## src/rtl/slf_pkg.sv

```systemverilog
package slf_pkg;
    parameter int unsigned NUM_CR      = 8;
    parameter int unsigned CR_TRUE_IDX = NUM_CR - 1;
    parameter int unsigned LQ_DEPTH    = 48;
    parameter int unsigned SQ_DEPTH    = 48;

    localparam int unsigned CR_W     = $clog2(NUM_CR);
    localparam int unsigned LQ_IDX_W = $clog2(LQ_DEPTH);
    localparam int unsigned LQ_CNT_W = $clog2(LQ_DEPTH + 1);
    localparam int unsigned SQ_IDX_W = $clog2(SQ_DEPTH);
    localparam int unsigned SQ_CNT_W = $clog2(SQ_DEPTH + 1);

    typedef struct packed {
        logic            valid;
        logic [CR_W-1:0] idx;
        logic            value;
    } cr_write_t;

    typedef struct packed {
        logic                valid;
        logic                safe;
        logic [LQ_IDX_W-1:0] lq_idx;
    } load_cls_t;
endpackage

```

## src/rtl/slf_cond_regs.sv

```systemverilog
module slf_cond_regs #(
    parameter int unsigned NUM      = 8,
    parameter int unsigned TRUE_IDX = NUM - 1,
    parameter int unsigned IW       = $clog2(NUM)
) (
    input  logic          clk,
    input  logic          rst,
    input  logic          wr_valid,
    input  logic [IW-1:0] wr_idx,
    input  logic          wr_value,
    input  logic          flash_clr,
    input  logic [IW-1:0] rd_idx,
    output logic          rd_bit
);
    // Storage for the writable registers; the hardwired one never gets a flop value.
    logic [NUM-1:0] cr_rw;
    logic           wr_ok;

    assign wr_ok = wr_valid && (wr_idx != IW'(TRUE_IDX));

    always_ff @(posedge clk) begin
        if (rst || flash_clr) begin
            cr_rw <= '0;
        end else if (wr_ok) begin
            cr_rw[wr_idx] <= wr_value;
        end
    end

    // Write-first read: hardwired index, then jump clear, then same-cycle write.
    always_comb begin
        if (rd_idx == IW'(TRUE_IDX)) begin
            rd_bit = 1'b1;
        end else if (flash_clr) begin
            rd_bit = 1'b0;
        end else if (wr_valid && (wr_idx == rd_idx)) begin
            rd_bit = wr_value;
        end else begin
            rd_bit = cr_rw[rd_idx];
        end
    end

    AST_FLASH_CLEAR: assert property (@(posedge clk) disable iff (rst)
        $past(flash_clr) |-> (cr_rw == '0));

    AST_WRITE_LANDS: assert property (@(posedge clk) disable iff (rst)
        ($past(wr_ok && !flash_clr) && !$past(rst)) |-> (cr_rw[$past(wr_idx)] == $past(wr_value)));
endmodule

```

## src/rtl/slf_store_flags.sv

```systemverilog
module slf_store_flags #(
    parameter int unsigned DEPTH = 48,
    parameter int unsigned IW    = $clog2(DEPTH),
    parameter int unsigned CW    = $clog2(DEPTH + 1)
) (
    input  logic          clk,
    input  logic          rst,
    input  logic          flush,
    input  logic          push,
    input  logic          push_safe,
    input  logic          pop,
    output logic          full,
    output logic          all_safe,
    output logic [CW-1:0] count
);
    logic [DEPTH-1:0] vld_q;
    logic [DEPTH-1:0] safe_q;
    logic [DEPTH-1:0] entry_ok;
    logic [IW-1:0]    head_q, tail_q;
    logic             do_push, do_pop;

    assign full    = (count == CW'(DEPTH));
    assign do_push = push && !full;
    assign do_pop  = pop && (count != '0);

    always_ff @(posedge clk) begin
        if (rst || flush) begin
            vld_q  <= '0;
            safe_q <= '0;
            head_q <= '0;
            tail_q <= '0;
            count  <= '0;
        end else begin
            if (do_pop) begin
                vld_q[head_q]  <= 1'b0;
                safe_q[head_q] <= 1'b0;
                head_q <= (head_q == IW'(DEPTH - 1)) ? '0 : head_q + 1'b1;
            end
            if (do_push) begin
                vld_q[tail_q]  <= 1'b1;
                safe_q[tail_q] <= push_safe;
                tail_q <= (tail_q == IW'(DEPTH - 1)) ? '0 : tail_q + 1'b1;
            end
            count <= count + CW'(do_push) - CW'(do_pop);
        end
    end

    // An entry blocks safety only when it holds an untagged store.
    for (genvar g = 0; g < DEPTH; g++) begin : g_entry
        assign entry_ok[g] = !vld_q[g] || safe_q[g];
    end
    assign all_safe = &entry_ok;

    AST_SQ_FLUSH_EMPTY: assert property (@(posedge clk) disable iff (rst)
        $past(flush) |-> ((count == '0) && (vld_q == '0) && (safe_q == '0)));

    AST_SQ_NO_OVERFLOW: assert property (@(posedge clk) disable iff (rst)
        (count <= CW'(DEPTH)));

    AST_SQ_OCCUPANCY: assert property (@(posedge clk) disable iff (rst)
        ($countones(vld_q) == int'(count)));
endmodule

```

## src/rtl/slf_load_alloc.sv

```systemverilog
module slf_load_alloc #(
    parameter int unsigned DEPTH = 48,
    parameter int unsigned IW    = $clog2(DEPTH),
    parameter int unsigned CW    = $clog2(DEPTH + 1)
) (
    input  logic          clk,
    input  logic          rst,
    input  logic          flush,
    input  logic          alloc,
    input  logic          release_i,
    output logic          full,
    output logic [IW-1:0] tail_idx,
    output logic [CW-1:0] count
);
    logic do_rel;

    assign full   = (count == CW'(DEPTH));
    assign do_rel = release_i && (count != '0);

    always_ff @(posedge clk) begin
        if (rst || flush) begin
            tail_idx <= '0;
            count    <= '0;
        end else begin
            if (alloc) begin
                tail_idx <= (tail_idx == IW'(DEPTH - 1)) ? '0 : tail_idx + 1'b1;
            end
            count <= count + CW'(alloc) - CW'(do_rel);
        end
    end

    AST_LQ_NO_OVERFLOW: assert property (@(posedge clk) disable iff (rst)
        (count <= CW'(DEPTH)));

    AST_LQ_FULL_NO_ALLOC: assert property (@(posedge clk) disable iff (rst)
        full |-> !alloc);
endmodule

```

## src/rtl/safe_load_filter.sv

```systemverilog
module safe_load_filter
    import slf_pkg::*;
#(
    parameter int unsigned P_NUM_CR   = NUM_CR,
    parameter int unsigned P_TRUE_IDX = CR_TRUE_IDX,
    parameter int unsigned P_LQ_DEPTH = LQ_DEPTH,
    parameter int unsigned P_SQ_DEPTH = SQ_DEPTH,
    parameter int unsigned P_CR_W     = $clog2(P_NUM_CR),
    parameter int unsigned P_LQ_IW    = $clog2(P_LQ_DEPTH)
) (
    input  logic               clk,
    input  logic               rst,
    input  logic               ld_valid,
    input  logic               ld_safe_op,
    input  logic [P_CR_W-1:0]  ld_cr_idx,
    input  logic               st_valid,
    input  logic               scope_mark,
    input  logic               cset_valid,
    input  logic [P_CR_W-1:0]  cset_idx,
    input  logic               cset_value,
    input  logic               ijump,
    input  logic               sq_retire,
    input  logic               lq_release,
    input  logic               flush,
    output logic               ld_stall,
    output logic               st_stall,
    output logic               cls_valid,
    output logic               cls_safe,
    output logic [P_LQ_IW-1:0] cls_lq_idx
);
    localparam int unsigned LQ_CW = $clog2(P_LQ_DEPTH + 1);
    localparam int unsigned SQ_CW = $clog2(P_SQ_DEPTH + 1);

    logic               cr_bit;
    logic               sq_full, sq_all_safe;
    logic [SQ_CW-1:0]   sq_count;
    logic               lq_full;
    logic [P_LQ_IW-1:0] lq_tail;
    logic [LQ_CW-1:0]   lq_count;
    logic               in_scope_q;
    logic               ld_is_safe, ld_go, lq_alloc, st_go;

    slf_cond_regs #(
        .NUM      (P_NUM_CR),
        .TRUE_IDX (P_TRUE_IDX),
        .IW       (P_CR_W)
    ) u_cregs (
        .clk       (clk),
        .rst       (rst),
        .wr_valid  (cset_valid),
        .wr_idx    (cset_idx),
        .wr_value  (cset_value),
        .flash_clr (ijump),
        .rd_idx    (ld_cr_idx),
        .rd_bit    (cr_bit)
    );

    assign ld_is_safe = sq_all_safe || (ld_safe_op && cr_bit);
    assign ld_stall   = ld_valid && !flush && !ld_is_safe && lq_full;
    assign ld_go      = ld_valid && !flush && !ld_stall;
    assign lq_alloc   = ld_go && !ld_is_safe;
    assign st_stall   = st_valid && !flush && sq_full;
    assign st_go      = st_valid && !flush && !sq_full;

    // Scope region opens on a marker and lasts until flush.
    always_ff @(posedge clk) begin
        if (rst || flush) begin
            in_scope_q <= 1'b0;
        end else if (scope_mark) begin
            in_scope_q <= 1'b1;
        end
    end

    slf_store_flags #(
        .DEPTH (P_SQ_DEPTH),
        .IW    ($clog2(P_SQ_DEPTH)),
        .CW    (SQ_CW)
    ) u_sflags (
        .clk       (clk),
        .rst       (rst),
        .flush     (flush),
        .push      (st_go),
        .push_safe (in_scope_q || scope_mark),
        .pop       (sq_retire),
        .full      (sq_full),
        .all_safe  (sq_all_safe),
        .count     (sq_count)
    );

    slf_load_alloc #(
        .DEPTH (P_LQ_DEPTH),
        .IW    (P_LQ_IW),
        .CW    (LQ_CW)
    ) u_lalloc (
        .clk       (clk),
        .rst       (rst),
        .flush     (flush),
        .alloc     (lq_alloc),
        .release_i (lq_release),
        .full      (lq_full),
        .tail_idx  (lq_tail),
        .count     (lq_count)
    );

    load_cls_t cls_q;
    always_ff @(posedge clk) begin
        if (rst) begin
            cls_q <= '0;
        end else begin
            cls_q.valid  <= ld_go;
            cls_q.safe   <= ld_is_safe;
            cls_q.lq_idx <= ld_is_safe ? '0 : LQ_IDX_W'(lq_tail);
        end
    end

    assign cls_valid  = cls_q.valid;
    assign cls_safe   = cls_q.safe;
    assign cls_lq_idx = P_LQ_IW'(cls_q.lq_idx);

    AST_STROBE_FOLLOWS: assert property (@(posedge clk) disable iff (rst)
        cls_valid |-> ($past(ld_valid) && !$past(ld_stall) && !$past(flush)));

    AST_SAFE_NO_SLOT: assert property (@(posedge clk) disable iff (rst)
        (cls_valid && !$past(rst) && !$past(flush) && !$past(lq_release) && cls_safe)
            |-> (lq_count == $past(lq_count)));

    AST_SQ_COUNT_BOUND: assert property (@(posedge clk) disable iff (rst)
        st_stall |-> (sq_count == SQ_CW'(P_SQ_DEPTH)));
endmodule

```

## config.mk

```make
export PLATFORM = sky130hd
export DESIGN_NAME = safe_load_filter
export DESIGN_NICKNAME = d
export VERILOG_FILES = /design/src/rtl/slf_pkg.sv /design/src/rtl/slf_cond_regs.sv /design/src/rtl/slf_store_flags.sv /design/src/rtl/slf_load_alloc.sv /design/src/rtl/safe_load_filter.sv
export SDC_FILE = /design/constraint.sdc
export NUM_CORES = 1
export LEC_CHECK = 0
export BUFFER_PORTS_ARGS = -buffer_cell sky130_fd_sc_hd__buf_2
export CORE_AREA = 5 5 113 115
export DETAILED_ROUTE_END_ITERATION = 16
export DIE_AREA = 0 0 118 120
export GPL_TIMING_DRIVEN = 1
export PLACE_DENSITY_LB_ADDON = 0.15
export SLEW_MARGIN = 20
export SYNTH_ARGS = -nofsm -noshare
export SYNTH_HDL_FRONTEND = slang
export SYNTH_SLANG_ARGS = --single-unit
```

## constraint.sdc

```tcl
create_clock -name clk -period 6.2 [get_ports clk]
set_clock_uncertainty 0.2 [all_clocks]
set_input_delay 1.24 -clock clk [delete_from_list [all_inputs] [get_ports clk]]
set_output_delay 1.24 -clock clk [all_outputs]
set_load 0.01 [all_outputs]
```

==> run_results.csv, run 1 <==
group,metric,value,unit
timing,rsz0062_at_grt,"false",
detailed_routing,firstDrtPassIters,5,
floorplan,coreArea,11700,um2
cts,htree_num_levels,4,
timing,slew_headroom,24.4,%
yosys,synth_async_sr_flop_share,0,%
cts,hold_buffers,0,
timing,fmax,221,MHz
yosys,synth_top_area_share,42.4,%
detailed_routing,wl_per_cell,16.2,um
grt,antenna_found_initial,0,
final_layout,top_regs,"u_sflags.safe_q: 48 flops, u_sflags.vld_q: 48 flops, u_cregs.cr_rw: 8 flops",
detailed_routing,post-route-drc-count,0,
pwr,power.total,2.39,mW
place,port_buffers,27,
timing,fin_crit_sh,73.1,%
detailed_routing,drt-initial-drc-count,471,
final_layout,mostFrequentLayoutCell,"nand2_1",
pwr,power.switching,0.648,mW
yosys,synth_top_family_by_area,"simple AND/OR/NAND/NOR gates",
setup_path,crit_fanout,8,
outcome,outcome,"completed",
setup_path,cp-end-kind,"output pin",
yosys,synth_warnings,0,
yosys,muxShareOfSynthArea,2.82,%
yosys,synth_largest_area_cell,"dfxtp_1",
timing,finalHoldViolCount,0,
floorplan,initial_utilization,57.6,%
yosys,synth-edff-count,0,
pwr,p_per_area,319,nW/um2
cts,cts_setup_buffers,0,
setup_path,crit_arrival,3.09,ns
pwr,share_seq_of_total_power,40.6,%
yosys,synthCells,863,
timing,tightestPinTransition,1.13,ns
cts,cts-resized-gates,0,
detailed_routing,drt_wl_total,16600,um
detailed_routing,ant_nets,0,
yosys,synth_area,6750,um2
yosys,ys_seq_elements,143,
timing,period_minus_slack,4.53,ns
yosys,synth_flop_cell,"dfxtp_1",
setup_path,cp-start-kind,"input pin",
pwr,swShare,27.1,%
place,post_dp_cell_area,6920,um2
grt,grt-ovfl-total,0,
floorplan,fp.dieH,120,um
grt,grt_pass1_wl,26900,um
grt,grtUsageTotal,23.5,%
yosys,synth_compound_area_share,12.6,%
job,drv_cap,0,
pwr,p_clk_share,41.0,%
timing,finalSetupTns,0,ns
pwr,p_comb_share,18.4,%
cts,cts_tree,"yes",
setup_path,critPathRequiredTime,4.76,ns
final_layout,drive_gt1_share,7.85,%
floorplan,die_w,118,um
worst_hold_path,hp-class,"reg2reg",
cts,clk_latency,0.43,ns
timing,setup_viol,0,
place,dp.final_hpwl,11500,um
cts,clk_pin_slew,0.05,ns
final_layout,antenna_cells,0,
floorplan,row_count,40,
cts,clock_path_buffers,2,
yosys,ys_top_cells_by_area,"dfxtp_1 (42%), nand2_1 (8.5%), a21oi_1 (7.6%), nand3_1 (5.6%), nor2_1 (4.7%)",
pwr,p_int,1.74,mW
grt,grt_max_degree,110,
cts,cts_sinks,143,
yosys,postSynthAreaPerCell,7.82,um2
final_layout,area_growth,10.9,%
pwr,leakage,2.67,nW
floorplan,ioPinCount,28,
yosys,synth-simple-area-share,30.7,%
yosys,yosysUniqueCellTypes,47,
grt,grt_pass1_vias,5569,
final_layout,layout_common_cells,"nand2_1 (153), dfxtp_1 (143), a21oi_1 (103), nor2_1 (85), nand3_1 (75)",
yosys,syn-num-nets,904,
place,globalplace.congestion,0.928,
cts,cts_made_buffers,17,
pwr,vdd_drop_max,0.225,mV
setup_path,path_class,"in2out",
final_layout,fin_nets,907,
timing,slew_viol_final,0,
detailed_routing,route.vias.total,5973,
cts,cts_root_buf,"clkbuf_16",
yosys,synth-xor-area-share,2.21,%
floorplan,dieArea,14200,um2
detailed_routing,avgViaCountPerCell,5.82,
yosys,synth-adder-area-share,4.49,%
final_layout,final_area,7480,um2
yosys,ys_seq_area_share,42.4,%
[worst paths after layout]
kind | start | end | slack, ns | cells after the start
hold / removal | u_cregs.cr_rw[7] | u_cregs.cr_rw[7] | 0.23 | 2
hold reg to reg | u_cregs.cr_rw[7] | u_cregs.cr_rw[7] | 0.23 | 2
setup / recovery | ld_cr_idx[0] | ld_stall | 1.67 | 8
setup reg to reg | u_sflags.vld_q[18] | u_lalloc.count[5] | 2.55 | 13
[final cells by class]
class | instances | area [um2]
Clock inverter | 6 | 82.6
Clock buffer | 26 | 479
Sequential cell | 143 | 2860
Inverter | 39 | 146
Timing Repair Buffer | 31 | 165
Multi-Input combinational cell | 634 | 3560
Fill cell | 995 | 4230
Tap cell | 147 | 184
[cell usage after synthesis (14+ instances only)]
cell	number
a21oi_1	103
clkbuf_1	44
dfxtp_1	143
ha_1	21
inv_1	39
nand2_1	153
nand3_1	75
nand4_1	15
nor2_1	85
nor2b_1	40
nor3b_1	14
[stage by stage]
step	setup slack (ns)	utilization, %	hold slack (ns)	instances
final	1.67	63.9	0.232	1026
after global routing	1.55	63.9	0.266	1026
after CTS	1.68	63.9	0.239	1026
after detailed placement	1.69	59.1	0.231	994
after global placement	1.75	59.1	0.220	994
after floorplan	1.96	-	0.204	863
[critical path, cell delays in order]
cell and delay (ns):
buf_2 0.14, mux4_1 0.56, mux2_2 0.27, mux2_4 0.29
nand2_1 0.09, nand2_1 0.17, nor3_1 0.17, buf_2 0.16
[routing by layer]
layer | GRT usage, % | vias up | part of all wire, %
met3 | 6.08 | 37 | 7.5
met4 | 8.96 | 0 | 2.4
li1 | - | 2939 | -
met5 | 0 | - | 0
met2 | 40.2 | 212 | 49
met1 | 28.5 | 2785 | 41
[cell families (layout without fill, tap and decap cells)]
logic type               count (synthesis)  after routing
AND/OR/NAND/NOR                        434            434
XOR/XNOR                                17             17
multiplexers                            15             15
AO/OA/AOI/OAI                          145            145
buffers and inverters                   86            102
flip-flops                             143            143
adder cells (fa/ha/maj)                 23             23
[power by group through the flow]
stage	Clock (mW)	Sequential, mW	Combinational (mW)
2_1_floorplan	0	0.981	0.349
3_3_place_gp	0	0.988	0.412
3_5_place_dp	0	0.991	0.430
4_1_cts	0.989	0.971	0.438
5_1_grt	1.04	0.974	0.499
6_report	0.980	0.971	0.439
Power figures use the tool's default switching activity.
==> run 2: changes to the inputs <==
==> constraint.sdc (replaced) <==
create_clock -name clk -period 4.25 [get_ports clk]
set_clock_uncertainty 0.2 [all_clocks]
set_input_delay 0.85 -clock clk [delete_from_list [all_inputs] [get_ports clk]]
set_output_delay 0.85 -clock clk [all_outputs]
set_load 0.01 [all_outputs]
==> run 2 against run 1 <==
  * Core utilization is 0.53 points higher
  * Cell area increased by 0.84%
  * First-iteration DRC count increased by 4.9%
  * Die area stayed put
  * Sequential cell count did not move
  * Setup slack got worse by 1.3 ns
  * Critical path depth decreased by 1
  * Via count increased by 0.52%
  * Count of clock-buffer cells in the layout decreased by 9
  * Combinational power up 48%
  * Clock power rose by 52%
  * Critical path type is now reg2out
  * Critical endpoint unchanged
==> run_results.csv, run 2 (synthesized netlist as in run 1, its figures left out) <==
group,metric,value,unit
cts,cts_sinks,143,
setup_path,reg2reg_from,"u_sflags.vld_q[30]",
detailed_routing,avgViaCountPerCell,5.84,
place,globalplace.congestion,0.912,
place,port_buffers,27,
floorplan,dieArea,14200,um2
cts,clock_path_buffers,2,
job,drv_cap,0,
detailed_routing,post-route-drc-count,0,
final_layout,drive_gt1_share,8.85,%
timing,slew_viol_final,0,
detailed_routing,ant_nets,0,
pwr,leakage,2.70,nW
final_layout,top_regs,"u_sflags.safe_q: 48 flops, u_sflags.vld_q: 48 flops, u_cregs.cr_rw: 8 flops",
detailed_routing,drt-initial-drc-count,494,
setup_path,cpPeakStageDelay,0.63,ns
final_layout,layout_common_cells,"nand2_1 (153), dfxtp_1 (143), a21oi_1 (103), nor2_1 (85), nand3_1 (75)",
setup_path,crit_arrival,2.79,ns
setup_path,setup.reg_to_reg.worst_slack,0.86,ns
timing,tightestPinTransition,1.12,ns
floorplan,coreArea,11700,um2
timing,finalSetupTns,0,ns
setup_path,crit_fanout,8,
detailed_routing,wl_per_cell,16.4,um
setup_path,cp-start-kind,"register",
grt,grt_pass1_vias,5812,
grt,antenna_found_initial,0,
cts,cts_setup_buffers,0,
setup_path,timing.rr.end,"u_lalloc.count[4]",
floorplan,row_count,40,
pwr,power.total,3.56,mW
pwr,p_per_area,471,nW/um2
grt,grtUsageTotal,24.1,%
floorplan,fp.dieH,120,um
timing,rsz0062_at_grt,"false",
worst_hold_path,hp-class,"reg2reg",
timing,finalHoldViolCount,0,
final_layout,fin_nets,909,
cts,cts_root_buf,"clkbuf_16",
grt,grt_pass1_wl,27600,um
cts,cts_tree,"yes",
timing,slew_headroom,25.0,%
worst_hold_path,hp-start,"u_cregs.cr_rw[7]",
worst_hold_path,hold_depth,2,
setup_path,reg2regPathDepth,15,
setup_path,cp-end-kind,"output pin",
pwr,vdd_drop_max,0.358,mV
timing,whs,0.232,ns
setup_path,slowest_stage,"a2111oi_0",
floorplan,ioPinCount,28,
timing,period_minus_slack,3.84,ns
detailed_routing,firstDrtPassIters,6,
cts,clk_pin_slew,0.06,ns
place,dp.final_hpwl,11700,um
final_layout,antenna_cells,0,
cts,hold_buffers,0,
final_layout,area_growth,11.9,%
detailed_routing,route.vias.total,6004,
floorplan,initial_utilization,57.6,%
outcome,outcome,"completed",
floorplan,die_w,118,um
timing,fmax,261,MHz
cts,htree_num_levels,4,
final_layout,num-fill-cells,1023,
cts,cts_made_buffers,17,
cts,cts-resized-gates,0,
setup_path,path_class,"reg2out",
cts,clk_latency,0.43,ns
grt,grt_max_degree,114,
detailed_routing,drt_wl_total,16800,um
timing,setup_viol,0,
setup_path,critPathRequiredTime,3.20,ns
final_layout,mostFrequentLayoutCell,"nand2_1",
worst_hold_path,worstHoldEndpoint,"u_cregs.cr_rw[7]",
grt,grt-ovfl-total,0,
timing,fin_crit_sh,90.3,%
setup_path,worstPathCellList,"nor2b_1 > a2111oi_0 > nand4_1 > o31a_2 > nand2_1 > nor3_1 > buf_2",
==> run 2: cell types whose count changed in the layout (fill, tap and decap cells not counted), sizes merged <==
cell and delta:
clkinvlp +3, buf +2, clkbuf -9, bufinv +1
clkinv +5
==> run 2: worst max-delay path by stage <==
stage	endpoint	slack (ns)	from
floorplan	u_lalloc.count[4]	0.70	ld_cr_idx[0]
global placement	u_lalloc.count[4]	0.42	ld_cr_idx[0]
detailed placement	u_lalloc.count[4]	0.33	ld_cr_idx[0]
CTS	ld_stall	0.39	u_sflags.vld_q[30]
global route	ld_stall	0.25	u_sflags.vld_q[30]
finish	ld_stall	0.41	u_sflags.vld_q[30]
==> run 2: layout make-up <==
cell class / instances / area [um2] / area share, %
inverter: 39 / 146 / 1.94
clock inverter: 15 / 171 / 2.27
multi-input combinational: 634 / 3560 / 47.2
timing repair buffer: 33 / 193 / 2.55
tap: 147 / 184 / 2.44
sequential: 143 / 2860 / 37.9
clock buffer: 17 / 425 / 5.64
==> run 2: power by group <==
| part | leakage (nW) | internal, mW | switching, mW |
|---|---|---|---|
| clock network | 0.284 | 0.917 | 0.575 |
| logic | 1.26 | 0.273 | 0.375 |
| registers | 1.15 | 1.38 | 0.0343 |
==> run 2: through the flow <==
| stage | setup WS, ns | cells | area, um2 | utilization [%] |
|---|---|---|---|---|
| global route | 0.247 | 1028 | 7550 | 64.4 |
| floorplan | 0.697 | 863 | 6750 | - |
| global placement | 0.422 | 996 | 6950 | 59.3 |
| finish | 0.412 | 1028 | 7550 | 64.4 |
| detailed placement | 0.334 | 996 | 6950 | 59.3 |
| CTS | 0.391 | 1028 | 7550 | 64.4 |
==> run 2: critical path: cells and delay by family (launching register included) <==
kind	cells	cell delay [ns]
DFF	1	0.30
buffers and inverters	1	0.14
AOI/OAI and AO/OA	2	1.14
and+or+nand+nor	4	0.78
==> run 2: per-layer routing <==
metal  GRT usage (%)  up-vias  wire length [um]
li1                -     2934                 -
met1            28.1     2850              6980
met2            42.5      184              8350
met3            5.00       36               997
met4            11.1        0               505
met5               0        -                 0
==> run 3: changes to the inputs <==
--- a/config.mk
+++ b/config.mk
@@ -10,7 +10,7 @@
 export DETAILED_ROUTE_END_ITERATION = 16
 export DIE_AREA = 0 0 118 120
 export GPL_TIMING_DRIVEN = 1
-export PLACE_DENSITY_LB_ADDON = 0.15
+export PLACE_DENSITY = 0.76
 export SLEW_MARGIN = 20
 export SYNTH_ARGS = -nofsm -noshare
 export SYNTH_HDL_FRONTEND = slang
==> run 3 against run 2 <==
  * Largest cell class unchanged
  * Sequential share of layout area grew 0.18 points
  * Cell count grew 0.19%
  * Critical endpoint unchanged
  * Critical path type unchanged
  * Highest routed layer unchanged
  * Setup slack got worse by 0.031 ns
  * Combinational power about the same
  * Maximum frequency fell by 0.81%
==> run_results.csv, run 3 (synthesized netlist as in run 1, its figures left out) <==
group,metric,value,unit
outcome,outcome,"completed",
final_layout,fin_nets,912,
grt,grt-ovfl-total,0,
final_layout,area_growth,11.3,%
cts,cts-resized-gates,0,
pwr,vdd_drop_max,0.408,mV
cts,hold_buffers,0,
floorplan,coreArea,11700,um2
floorplan,initial_utilization,57.6,%
cts,cts_sinks,143,
timing,fmax,258,MHz
detailed_routing,post-route-drc-count,0,
cts,clk_pin_slew,0.06,ns
setup_path,path_class,"reg2out",
place,port_buffers,27,
cts,cts_tree,"yes",
pwr,power.total,3.46,mW
timing,slew_headroom,27.4,%
detailed_routing,wl_per_cell,16.4,um
timing,finalSetupTns,0,ns
timing,setup_viol,0,
timing,period_minus_slack,3.87,ns
cts,cts_made_buffers,17,
timing,finalHoldViolCount,0,
setup_path,crit_fanout,8,
grt,grt_pass1_wl,27600,um
setup_path,cp-end-kind,"output pin",
final_layout,antenna_cells,0,
setup_path,crit_arrival,2.82,ns
timing,rsz0062_at_grt,"false",
final_layout,drive_gt1_share,8.72,%
grt,grt_pass1_vias,5879,
floorplan,die_w,118,um
grt,grtUsageTotal,24.2,%
floorplan,row_count,40,
final_layout,top_regs,"u_sflags.safe_q: 48 flops, u_sflags.vld_q: 48 flops, u_cregs.cr_rw: 8 flops",
pwr,p_per_area,461,nW/um2
timing,whs,0.243,ns
final_layout,fin_cells,1030,
worst_hold_path,hp-class,"reg2reg",
timing,tightestPinTransition,1.09,ns
setup_path,cp-start-kind,"register",
detailed_routing,ant_nets,0,
cts,htree_num_levels,4,
place,dp.final_hpwl,12100,um
cts,cts_setup_buffers,0,
job,drv_cap,0,
detailed_routing,firstDrtPassIters,5,
cts,cts_root_buf,"clkbuf_16",
timing,fin_crit_sh,91.0,%
pwr,leakage,2.70,nW
floorplan,dieArea,14200,um2
cts,clk_latency,0.43,ns
cts,clock_path_buffers,2,
detailed_routing,drt_wl_total,16900,um
setup_path,critPathRequiredTime,3.20,ns
grt,grt_max_degree,62,
detailed_routing,drt-initial-drc-count,576,
detailed_routing,route.vias.total,6091,
floorplan,ioPinCount,28,
final_layout,mostFrequentLayoutCell,"nand2_1",
grt,antenna_found_initial,0,
place,placed_cells,999,
timing,slew_viol_final,0,
detailed_routing,avgViaCountPerCell,5.91,
floorplan,fp.dieH,120,um
final_layout,layout_common_cells,"nand2_1 (153), dfxtp_1 (143), a21oi_1 (103), nor2_1 (85), nand3_1 (75)",
place,globalplace.congestion,0.916,
==> run 3: changes by cell type in the layout (fill, tap and decap cells not counted), sizes merged <==
cell / change
buf: +3
bufinv: -2
clkbuf: +7
clkinv: -2
clkinvlp: -4
==> run 3: critical path, cell delays in order (launching register included) <==
cell and delay (ns):
dfxtp_1 0.31, nor2b_1 0.15, a2111oi_0 0.62, buf_4 0.23, nand4_1 0.15, o31a_2 0.47
nand2_1 0.24, nor3_1 0.07, buf_2 0.14
==> run 3: layer usage <==
layer	wire length, um	track usage, %
met5	0	0
met4	653	12.8
met3	1130	5.51
met2	8430	42.9
met1	6670	26.9
==> run 3: through the flow <==
step / setup slack [ns] / utilization [%] / cell area [um2]
global route: 0.196 / 64.1 / 7510
detailed placement: 0.286 / 59.4 / 6960
global placement: 0.411 / 59.4 / 6960
floorplan: 0.697 / - / 6750
finish: 0.381 / 64.1 / 7510
CTS: 0.341 / 64.1 / 7510
==> run 3: final cells by class <==
cell class,instances,area [um2]
inverters,39,146
flip-flops and latches,143,2860
fillers,994,4200
clock buffers,24,492
clock inverters,7,60.1
well taps,147,184
multi-input cells,634,3560
repair buffers,36,203
==> run 3: final timing paths <==
path | startpoint | endpoint | slack [ns] | cells past startpoint
worst max-delay path | u_sflags.vld_q[22] | ld_stall | 0.38 | 8
worst min-delay path | u_cregs.cr_rw[7] | u_cregs.cr_rw[7] | 0.24 | 2
worst max register to register | u_sflags.vld_q[22] | u_lalloc.count[5] | 0.73 | 14
worst min register to register | u_cregs.cr_rw[7] | u_cregs.cr_rw[7] | 0.24 | 2
==> run 3: where the power goes <==
| group | switching [mW] | leakage (nW) | internal [mW] | total, mW |
|---|---|---|---|---|
| sequential | 0.0336 | 1.15 | 1.38 | 1.42 |
| combinational | 0.376 | 1.27 | 0.274 | 0.650 |
| clock | 0.543 | 0.279 | 0.856 | 1.40 |
| total | 0.953 | 2.70 | 2.51 | 3.46 |
